--- src/rtl/irqv_pkg.sv ---
// Shared defaults for the vectored interrupt controller.
package irqv_pkg;
    localparam int unsigned IRQV_NSRC_DEF = 21;
    localparam int unsigned IRQV_AW_DEF   = 16;
    localparam int unsigned IRQV_STEP_DEF = 2;
endpackage

--- src/rtl/irqv_prio_pick.sv ---
// Fixed-priority picker: the lowest set index wins.
// Assumes: the request vector is already sampled/synchronous to the core.
module irqv_prio_pick #(
    parameter int unsigned NSRC = irqv_pkg::IRQV_NSRC_DEF,
    localparam int unsigned IDW = (NSRC > 1) ? $clog2(NSRC) : 1
) (
    input  logic [NSRC-1:0] req_i,
    output logic [NSRC-1:0] grant_o,
    output logic [IDW-1:0]  idx_o,
    output logic            any_o
);
    logic [NSRC:0] seen;
    assign seen[0] = 1'b0;

    for (genvar g = 0; g < NSRC; g++) begin : g_chain
        assign seen[g+1]  = seen[g] | req_i[g];
        assign grant_o[g] = req_i[g] & ~seen[g];
    end

    assign any_o = seen[NSRC];

    // Encode the one-hot grant into a binary index.
    always_comb begin
        idx_o = '0;
        for (int k = 0; k < NSRC; k++) begin
            if (grant_o[k]) idx_o = IDW'(k);
        end
    end


    grant_onehot_chk: assert final ($onehot0(grant_o));

    grant_in_req_chk: assert final ((grant_o & ~req_i) == '0);
endmodule

--- src/rtl/irqv_vec_calc.sv ---
// Vector address generator: base plus index times a fixed step.
// Assumes: the index is in range; the result wraps at AW bits.
module irqv_vec_calc #(
    parameter int unsigned IDW      = 5,
    parameter int unsigned AW       = irqv_pkg::IRQV_AW_DEF,
    parameter int unsigned VEC_BASE = 0,
    parameter int unsigned VEC_STEP = irqv_pkg::IRQV_STEP_DEF
) (
    input  logic [IDW-1:0] idx_i,
    output logic [AW-1:0]  vec_o
);
    localparam logic [AW-1:0] BASE_W = AW'(VEC_BASE);
    localparam logic [AW-1:0] STEP_W = AW'(VEC_STEP);

    // Form the routine start address.
    always_comb vec_o = BASE_W + AW'(idx_i) * STEP_W;
endmodule

--- src/rtl/irqv_gie.sv ---
// Global interrupt enable bit. A clear request beats a set request.
// Assumes: set and clear arrive as single-cycle strobes from the core.
module irqv_gie (
    input  logic clk,
    input  logic rst_n,
    input  logic set_i,
    input  logic clr_i,
    output logic gie_o
);
    // Update the enable bit.
    always_ff @(posedge clk) begin
        if (!rst_n)     gie_o <= 1'b0;
        else if (clr_i) gie_o <= 1'b0;
        else if (set_i) gie_o <= 1'b1;
    end


    clr_wins_chk: assert property (@(posedge clk) disable iff (!rst_n)
        clr_i |=> !gie_o);

    set_hold_chk: assert property (@(posedge clk) disable iff (!rst_n)
        (set_i && !clr_i) |=> gie_o);
endmodule

--- src/rtl/irq_vector_ctrl.sv ---
// Vectored interrupt controller top. Line 0 is the unmaskable reset
// request. Lines 1 and up are taken only at an instruction boundary
// while the global enable is set. Taking an interrupt clears the enable.
// Assumes: the core acts on take_o in the same cycle and holds a request
// until it is acknowledged.
module irq_vector_ctrl #(
    parameter int unsigned NSRC     = irqv_pkg::IRQV_NSRC_DEF,
    parameter int unsigned AW       = irqv_pkg::IRQV_AW_DEF,
    parameter int unsigned VEC_BASE = 0,
    parameter int unsigned VEC_STEP = irqv_pkg::IRQV_STEP_DEF
) (
    input  logic            clk,
    input  logic            rst_n,
    input  logic [NSRC-1:0] req_i,
    input  logic            boundary_i,
    input  logic            sei_i,
    input  logic            reti_i,
    output logic            take_o,
    output logic [AW-1:0]   vec_o,
    output logic            push_o,
    output logic [NSRC-1:0] ack_o,
    output logic            gie_o
);
    localparam int unsigned IDW = (NSRC > 1) ? $clog2(NSRC) : 1;

    logic [NSRC-1:0] grant;
    logic [IDW-1:0]  win_idx;
    logic            any_req;
    logic            gie_q;

    irqv_prio_pick #(.NSRC(NSRC)) u_pick (
        .req_i   (req_i),
        .grant_o (grant),
        .idx_o   (win_idx),
        .any_o   (any_req)
    );

    irqv_vec_calc #(.IDW(IDW), .AW(AW), .VEC_BASE(VEC_BASE), .VEC_STEP(VEC_STEP)) u_vec (
        .idx_i (win_idx),
        .vec_o (vec_o)
    );

    irqv_gie u_gie (
        .clk   (clk),
        .rst_n (rst_n),
        .set_i (sei_i | reti_i),
        .clr_i (take_o),
        .gie_o (gie_q)
    );

    // Decide entry and drive the core-facing commands.
    always_comb begin
        take_o = grant[0] | (any_req & boundary_i & gie_q);
        push_o = take_o & ~grant[0];
        ack_o  = take_o ? grant : '0;
    end

    assign gie_o = gie_q;


    rst_req_chk: assert property (@(posedge clk) disable iff (!rst_n)
        req_i[0] |-> (take_o && !push_o && ack_o[0]));

    mask_gate_chk: assert property (@(posedge clk) disable iff (!rst_n)
        (take_o && !req_i[0]) |-> (boundary_i && gie_o));

    push_chk: assert property (@(posedge clk) disable iff (!rst_n)
        (take_o && !ack_o[0]) |-> push_o);

    ack_one_chk: assert property (@(posedge clk) disable iff (!rst_n)
        take_o |-> ($countones(ack_o) == 1));

    ack_idle_chk: assert property (@(posedge clk) disable iff (!rst_n)
        !take_o |-> (ack_o == '0));

    gie_drop_chk: assert property (@(posedge clk) disable iff (!rst_n)
        take_o |=> !gie_o);
endmodule

--- config.mk ---
export PLATFORM = sky130hd
export DESIGN_NAME = irq_vector_ctrl
export DESIGN_NICKNAME = d
export VERILOG_FILES = /design/src/rtl/irqv_pkg.sv /design/src/rtl/irqv_prio_pick.sv /design/src/rtl/irqv_vec_calc.sv /design/src/rtl/irqv_gie.sv /design/src/rtl/irq_vector_ctrl.sv
export SDC_FILE = /design/constraint.sdc
export NUM_CORES = 1
export LEC_CHECK = 0
export BUFFER_PORTS_ARGS = -buffer_cell sky130_fd_sc_hd__buf_2
export CAP_MARGIN = 20
export CORE_AREA = 2 2 48 50
export CTS_BUF_LIST = sky130_fd_sc_hd__clkbuf_4 sky130_fd_sc_hd__clkbuf_8 sky130_fd_sc_hd__clkbuf_16
export CTS_CLUSTER_DIAMETER = 60
export DETAILED_ROUTE_END_ITERATION = 8
export DIE_AREA = 0 0 50 52
export PLACE_DENSITY = 0.82
export RECOVER_POWER = 50
export SLEW_MARGIN = 0
export SYNTH_ARGS = -nofsm -noshare
export SYNTH_HDL_FRONTEND = slang
export SYNTH_HIERARCHICAL = 1
export SYNTH_SLANG_ARGS = --single-unit
--- constraint.sdc ---
create_clock -name clk -period 3.75 [get_ports clk]
set_input_delay 0.375 -clock clk [delete_from_list [all_inputs] [get_ports clk]]
set_output_delay 0.375 -clock clk [all_outputs]
set_load 0.02 [all_outputs]
==> results of run 1 <==
[routing by layer]
layer | vias to the layer above | share of wire | track usage
li1 | 456 | - | -
met1 | 415 | 0.43 | 0.193
met2 | 30 | 0.51 | 0.285
met3 | 0 | 0.063 | 0.0144
met4 | 0 | 0 | 0.00463
met5 | - | 0 | 0
[synth_stat cells (all sizes together), types with 2 or more instances]
library cell / instances / area, um^2
buf: 20 / 161
nor2: 10 / 37.5
nand3: 2 / 10.0
o21ai: 2 / 10.0
and4: 2 / 20.0
inv: 7 / 26.3
a31oi: 2 / 27.5
nor4: 4 / 55.1
a21oi: 5 / 25.0
and3: 8 / 52.6
nand2: 3 / 21.3
and2: 3 / 22.5
or4: 2 / 15.0
nor3: 3 / 26.3
nor3b: 4 / 35.0
and4b: 2 / 20.0
nor2b: 23 / 174
[where the power goes]
part           internal, mW  total (mW)  switching [mW]
sequential           0.0115      0.0124        0.000887
clock                     0           0               0
combinational        0.0232      0.0718          0.0485
total                0.0347      0.0842          0.0494
[cell type report]
cell class                      count  share of cell area
Multi-Input combinational cell     94               0.657
Timing Repair Buffer               54               0.261
Tap cell                           28              0.0355
Inverter                            7              0.0266
Sequential cell                     1              0.0203
[logic make-up (layout without fill, tap and decap cells)]
group	count (synthesis)	count (layout)	synth area share
AOI/OAI and AO/OA	15	15	0.137
DFF	1	1	0.0240
buffers and inverters	28	61	0.230
and+or+nand+nor	68	68	0.605
other	1	11	0.00450
[worst register-to-register path, delay by kind of cell, from the launching register on]
kind | cells | cell delay, ns
buffers and inverters | 1 | 0.17
and+or+nand+nor | 1 | 0.20
AOI/OAI and AO/OA | 1 | 0.62
DFF | 1 | 0.33
[metrics by stage]
step	hold slack, ns	total power [mW]	setup WS (ns)	cell area, um^2	std cells
final	0.587	0.0842	0.597	987	184
after global placement	0.581	0.0844	0.875	1010	184
after floorplan	0.532	0.0675	1.61	871	123
after CTS	0.595	0.0855	0.788	1010	184
after detailed placement	0.595	0.0852	0.806	1010	184
after global routing	0.651	0.0916	0.293	987	184
[worst max-delay path by stage]
stage	from	to	slack [ns]
floorplan	req_i[8]	take_o	1.61
global placement	req_i[2]	take_o	0.87
detailed placement	req_i[2]	take_o	0.81
CTS	req_i[2]	take_o	0.79
global route	req_i[0]	take_o	0.29
finish	req_i[0]	take_o	0.60
==> results.yml, run 1 <==
floorplan:
  rows: 17
  die_y_um: 52
  initial_core_util: 0.396
  io_pins: 66
  die_x_um: 50
  die_area_um2: 2600
  fp.coreArea_um2: 2110
cts:
  cts-hold-fix-buffers: 0
  post_cts_buffers: 0
  clkTransAtPathRegs_ns: 0
  cts_resized: 0
  clk-insertion-delay-late_ns: 0
drt:
  num_vias: 901
  routed_wl_um: 2020
  wl_per_cell_um: 11.0
  firstDrtPassIters: 4
  drc: 0
  antenna_left: 0
  drtIter0Drc: 6
  via_per_inst: 4.90
worst_setup_path:
  rr_endpoint: "u_gie/gie_o"
  path_class: "primary input to primary output"
  crit_buf_inv: 3
  crit_fanout: 21
  cp-start-kind: "primary input"
  worst-r2r-setup-slack_ns: 2.36
  path_depth: 9
  path_delay_family: "simple AND/OR/NAND/NOR gates"
  rr_startpoint: "u_gie/gie_o"
  cp_slowest_cell: "a31oi_4"
  max_stage_delay_ns: 0.63
  arrival_ns: 2.78
  crit_chain: "clkbuf_1 > nor4_4 > and2_4 > nand2_4 > nor3_1 > nand2_1 > a31oi_4 > inv_1 > buf_2"
  cp.required_ns: 3.38
  ff2ff_path_depth: 3
  end_kind: "primary output"
cells_and_area:
  multi_input_area_um2: 648
  layout.nets: 184
  fin_util: 0.469
  drive_above_1_share: 0.442
  syn2layout_area_growth_pct: 18.5
  top_register: "u_gie/gie_o"
  final_cell_mix: "buf_2 (44), nor2b_2 (12), nor2b_1 (11), conb_1 (11)"
  final_common_cell: "buf_2"
  nFillCells: 223
  seq_area_um2: 20.0
  reg.largest.list: "u_gie/gie_o x1"
  largest_reg_flops: 1
  diodes: 0
synth:
  synth_edf_count: 0
  synth-seq-area-share: 0.0240
  synth_flop_cell: "dfxtp_1"
  synth_cell_types: 39
  synth_cells: 113
  syn_area_um2: 833
  async_reset_ff_frac: 0
  synth.avg_cell_area_um2: 7.37
  yosys_register_bits: 1
  ys_warn_count: 6
sta:
  fmax_mhz: 317
  period_minus_slack_ns: 3.15
  rsz0062_at_grt: "false"
  drv_slew: 0
  tightest_slew_ns: 0.711
  slew_headroom: 0.526
  fin_skew_ns: 0
  fin_setup_tns_ns: 0
  setup_viol: 0
  hold_viol: 0
  fin_crit_sh: 0.841
placement:
  routabilityCongestion: 0.809
  port_buffers: 54
  hpwl_um: 1680
hold_path:
  hold_path_depth: 2
  hp-class: "flip-flop to flip-flop"
  min_to: "u_gie/gie_o"
  hp-start: "u_gie/gie_o"
grt:
  grt_pass1_wl_um: 3250
  grt_pass1_vias: 781
  grt.total_usage: 0.151
  grt-ovfl-total: 0
  grt_antenna_before_repair: 0
  grt_max_degree: 22
power:
  power.density_nw_per_um2: 85.3
  vdd_drop_max_mv: 0.0575
  p_leak_nw: 0.512
run:
  cap_violations: 0
run_status:
  status: "finished, final reports clean"
Note: power is estimated with default switching activity, not from simulation.
==> run 2, diff against run 1 <==
- ABC_AREA: not set -> 1
- CORE_AREA: 2 2 48 50 -> 2 2 65 42
- DIE_AREA: 0 0 50 52 -> 0 0 67 44
- PLACE_DENSITY: 0.82 -> 0.78
- clock period: 3.75 -> 3 ns (I/O delays scaled with it)
==> run 2 against run 1 <==
Effect of this change: area after synthesis up 10%; utilization down 1.9 points; global-route usage down 1.2 points; register-to-register slack worse by 0.62 ns; clock skew unchanged; setup slack worse by 0.27 ns; hold slack worse by 0.060 ns; sequential power up 23%; synthesized cell count up 41%; die area up 13%; critical endpoint unchanged; largest cell class unchanged.
==> results.yml, run 2 <==
drt:
  met2WireLength_um: 936
  drtIter0Drc: 33
  wl_met1_um: 1080
  wl_per_cell_um: 9.37
  dr.max_layer_used: "met3"
  num_vias: 1015
  antenna_left: 0
  routed_wl_um: 2180
  firstDrtPassIters: 4
  drc: 0
  wl_met3_um: 172
  via_per_inst: 4.36
synth:
  yosys-top-cells-count: "inv_1 (50), buf_4 (17), nor2_1 (16), nand2_1 (12), a21oi_1 (11)"
  synth-simple-area-share: 0.407
  synth-xor-area-share: 0
  synth_cell_types: 23
  yosys_register_bits: 1
  synth_compound_area_frac: 0.162
  syn_area_um2: 918
  synth_top_family_by_area: "simple AND/OR/NAND/NOR gates"
  synth.avg_cell_area_um2: 5.78
  synth_flop_cell: "dfxtp_1"
  async_reset_ff_frac: 0
  yosys.cell_count.top_type: "inv_1"
  yosys.area_share.adder: 0
  synthMuxAreaShare: 0
  synth-seq-area-share: 0.0218
  synth_edf_count: 0
  synth_top_area_cell: "inv_1"
  synth_cells: 159
  synth_top_area_share: 0.204
  ys_warn_count: 6
  synth_area_leaders: "inv_1 (20%), buf_4 (14%), a21oi_2 (8.6%)"
sta:
  fmax_mhz: 374
  fin_setup_tns_ns: 0
  rsz0062_at_grt: "false"
  slew_headroom: 0.656
  drv_slew: 0
  fin_skew_ns: 0
  tightest_slew_ns: 0.516
  setup_viol: 0
  hold_viol: 0
  period_minus_slack_ns: 2.67
  fin_crit_sh: 0.891
  timing.final.ws_setup_ns: 0.327
run_status:
  status: "finished, final reports clean"
power:
  p_leak_nw: 0.654
  power.density_nw_per_um2: 95.4
  vdd_drop_max_mv: 0.0290
worst_setup_path:
  cp.required_ns: 2.70
  max_stage_delay_ns: 0.40
  crit_chain: "buf_2 > nor2_4 > nand3_2 > nor2_4 > nand4_4 > nor2_4 > nand4_4 > nor2_4 > nand4_2 > nor2_4 > nand4_1 > nand3_2 > nand2_1 > buf_2"
  setup.worst_path.start: "req_i[0]"
  crit_buf_inv: 2
  path_delay_family: "simple AND/OR/NAND/NOR gates"
  rr_endpoint: "u_gie/gie_o"
  end_kind: "primary output"
  rr_startpoint: "u_gie/gie_o"
  cp-start-kind: "primary input"
  worst-r2r-setup-slack_ns: 1.74
  cp_common_cell: "nor2_4"
  path_class: "primary input to primary output"
  ff2ff_path_depth: 5
  arrival_ns: 2.37
  crit_fanout: 22
  cp_slowest_cell: "nand3_2"
floorplan:
  rows: 14
  die_y_um: 44
  die_area_um2: 2950
  io_pins: 66
  die_x_um: 67
  fp.coreArea_um2: 2380
  initial_core_util: 0.386
cells_and_area:
  largest_reg_flops: 1
  fin_util: 0.450
  stdcell_area_um2: 1070
  syn2layout_area_growth_pct: 16.8
  fin_cells: 233
  drive_above_1_share: 0.343
  reg.largest.list: "u_gie/gie_o x1"
  final_cell_mix: "inv_1 (50), buf_2 (45), nor2_1 (16)"
  top_register: "u_gie/gie_o"
  final_common_cell: "inv_1"
  diodes: 0
  layout.nets: 229
placement:
  port_buffers: 54
  place_ws_ns: 0.313
  placed_cell_area_um2: 1090
  routabilityCongestion: 0.827
  dp_cells: 233
  hpwl_um: 1930
grt:
  grt-ovfl-total: 0
  grt_pass1_vias: 808
  grt.total_usage: 0.139
  grt_antenna_before_repair: 0
  grt_max_degree: 23
  grt_pass1_wl_um: 3390
cts:
  clk-insertion-delay-late_ns: 0
  post_cts_buffers: 0
  clkTransAtPathRegs_ns: 0
  cts-hold-fix-buffers: 0
  cts_resized: 0
run:
  cap_violations: 0
hold_path:
  hp-class: "flip-flop to flip-flop"
  hold_path_depth: 2
  min_to: "u_gie/gie_o"
  hp-start: "u_gie/gie_o"
## run 2: changes by cell type after synthesis, sizes merged, moves of 3 or more
cell,previous run,this run
inv,7,52
nand2,3,12
nor2,10,22
nor2b,23,0
nand4,0,7
a21oi,5,20
and3,8,0
nor3b,4,0
and2,3,0
nand3,2,12
## run 2: worst max-delay path by stage
stage	slack, ns	end	depth (start not counted)
global placement	0.37	ack_o[20]	14
CTS	0.31	take_o	14
global route	0.08	ack_o[5]	14
finish	0.33	take_o	14
floorplan	0.85	take_o	13
detailed placement	0.31	take_o	14
## run 2: routing by layer
layer | track usage | vias up
met5 | 0 | -
met4 | 0 | 0
met3 | 0.0156 | 0
met2 | 0.218 | 32
met1 | 0.215 | 443
li1 | - | 540
## run 2: kinds of logic (layout without fill, tap and decap cells)
| family | after synthesis | in the layout |
|---|---|---|
| buffers and inverters | 74 | 106 |
| AND/OR/NAND/NOR | 61 | 61 |
| other | 1 | 11 |
| flip-flops | 1 | 1 |
| AO/OA/AOI/OAI | 22 | 22 |
## run 2: power by group
part / internal (mW) / switching [mW]
clock: 0 / 0
sequential: 0.0144 / 0.000862
combinational: 0.0254 / 0.0616
total: 0.0398 / 0.0624
## run 2: area by class of cell
cell class | instances | area (um^2)
Multi-Input combinational cell | 94 | 558
Tap cell | 32 | 40.0
Timing Repair Buffer | 54 | 259
Inverter | 52 | 195
Fill cell | 279 | 1310
Sequential cell | 1 | 20.0
## run 2: stage by stage
stage,power [mW],hold slack (ns)
3_3_place_gp,0.102,0.526
6_report,0.102,0.527
5_1_grt,0.112,0.550
4_1_cts,0.103,0.533
2_1_floorplan,0.0896,0.421
3_5_place_dp,0.103,0.533
## run 2: worst register-to-register path, delay by kind of cell (launching register included)
kind / cells / cell delay [ns]
DFF: 1 / 0.36
buffers and inverters: 1 / 0.05
and+or+nand+nor: 4 / 0.74
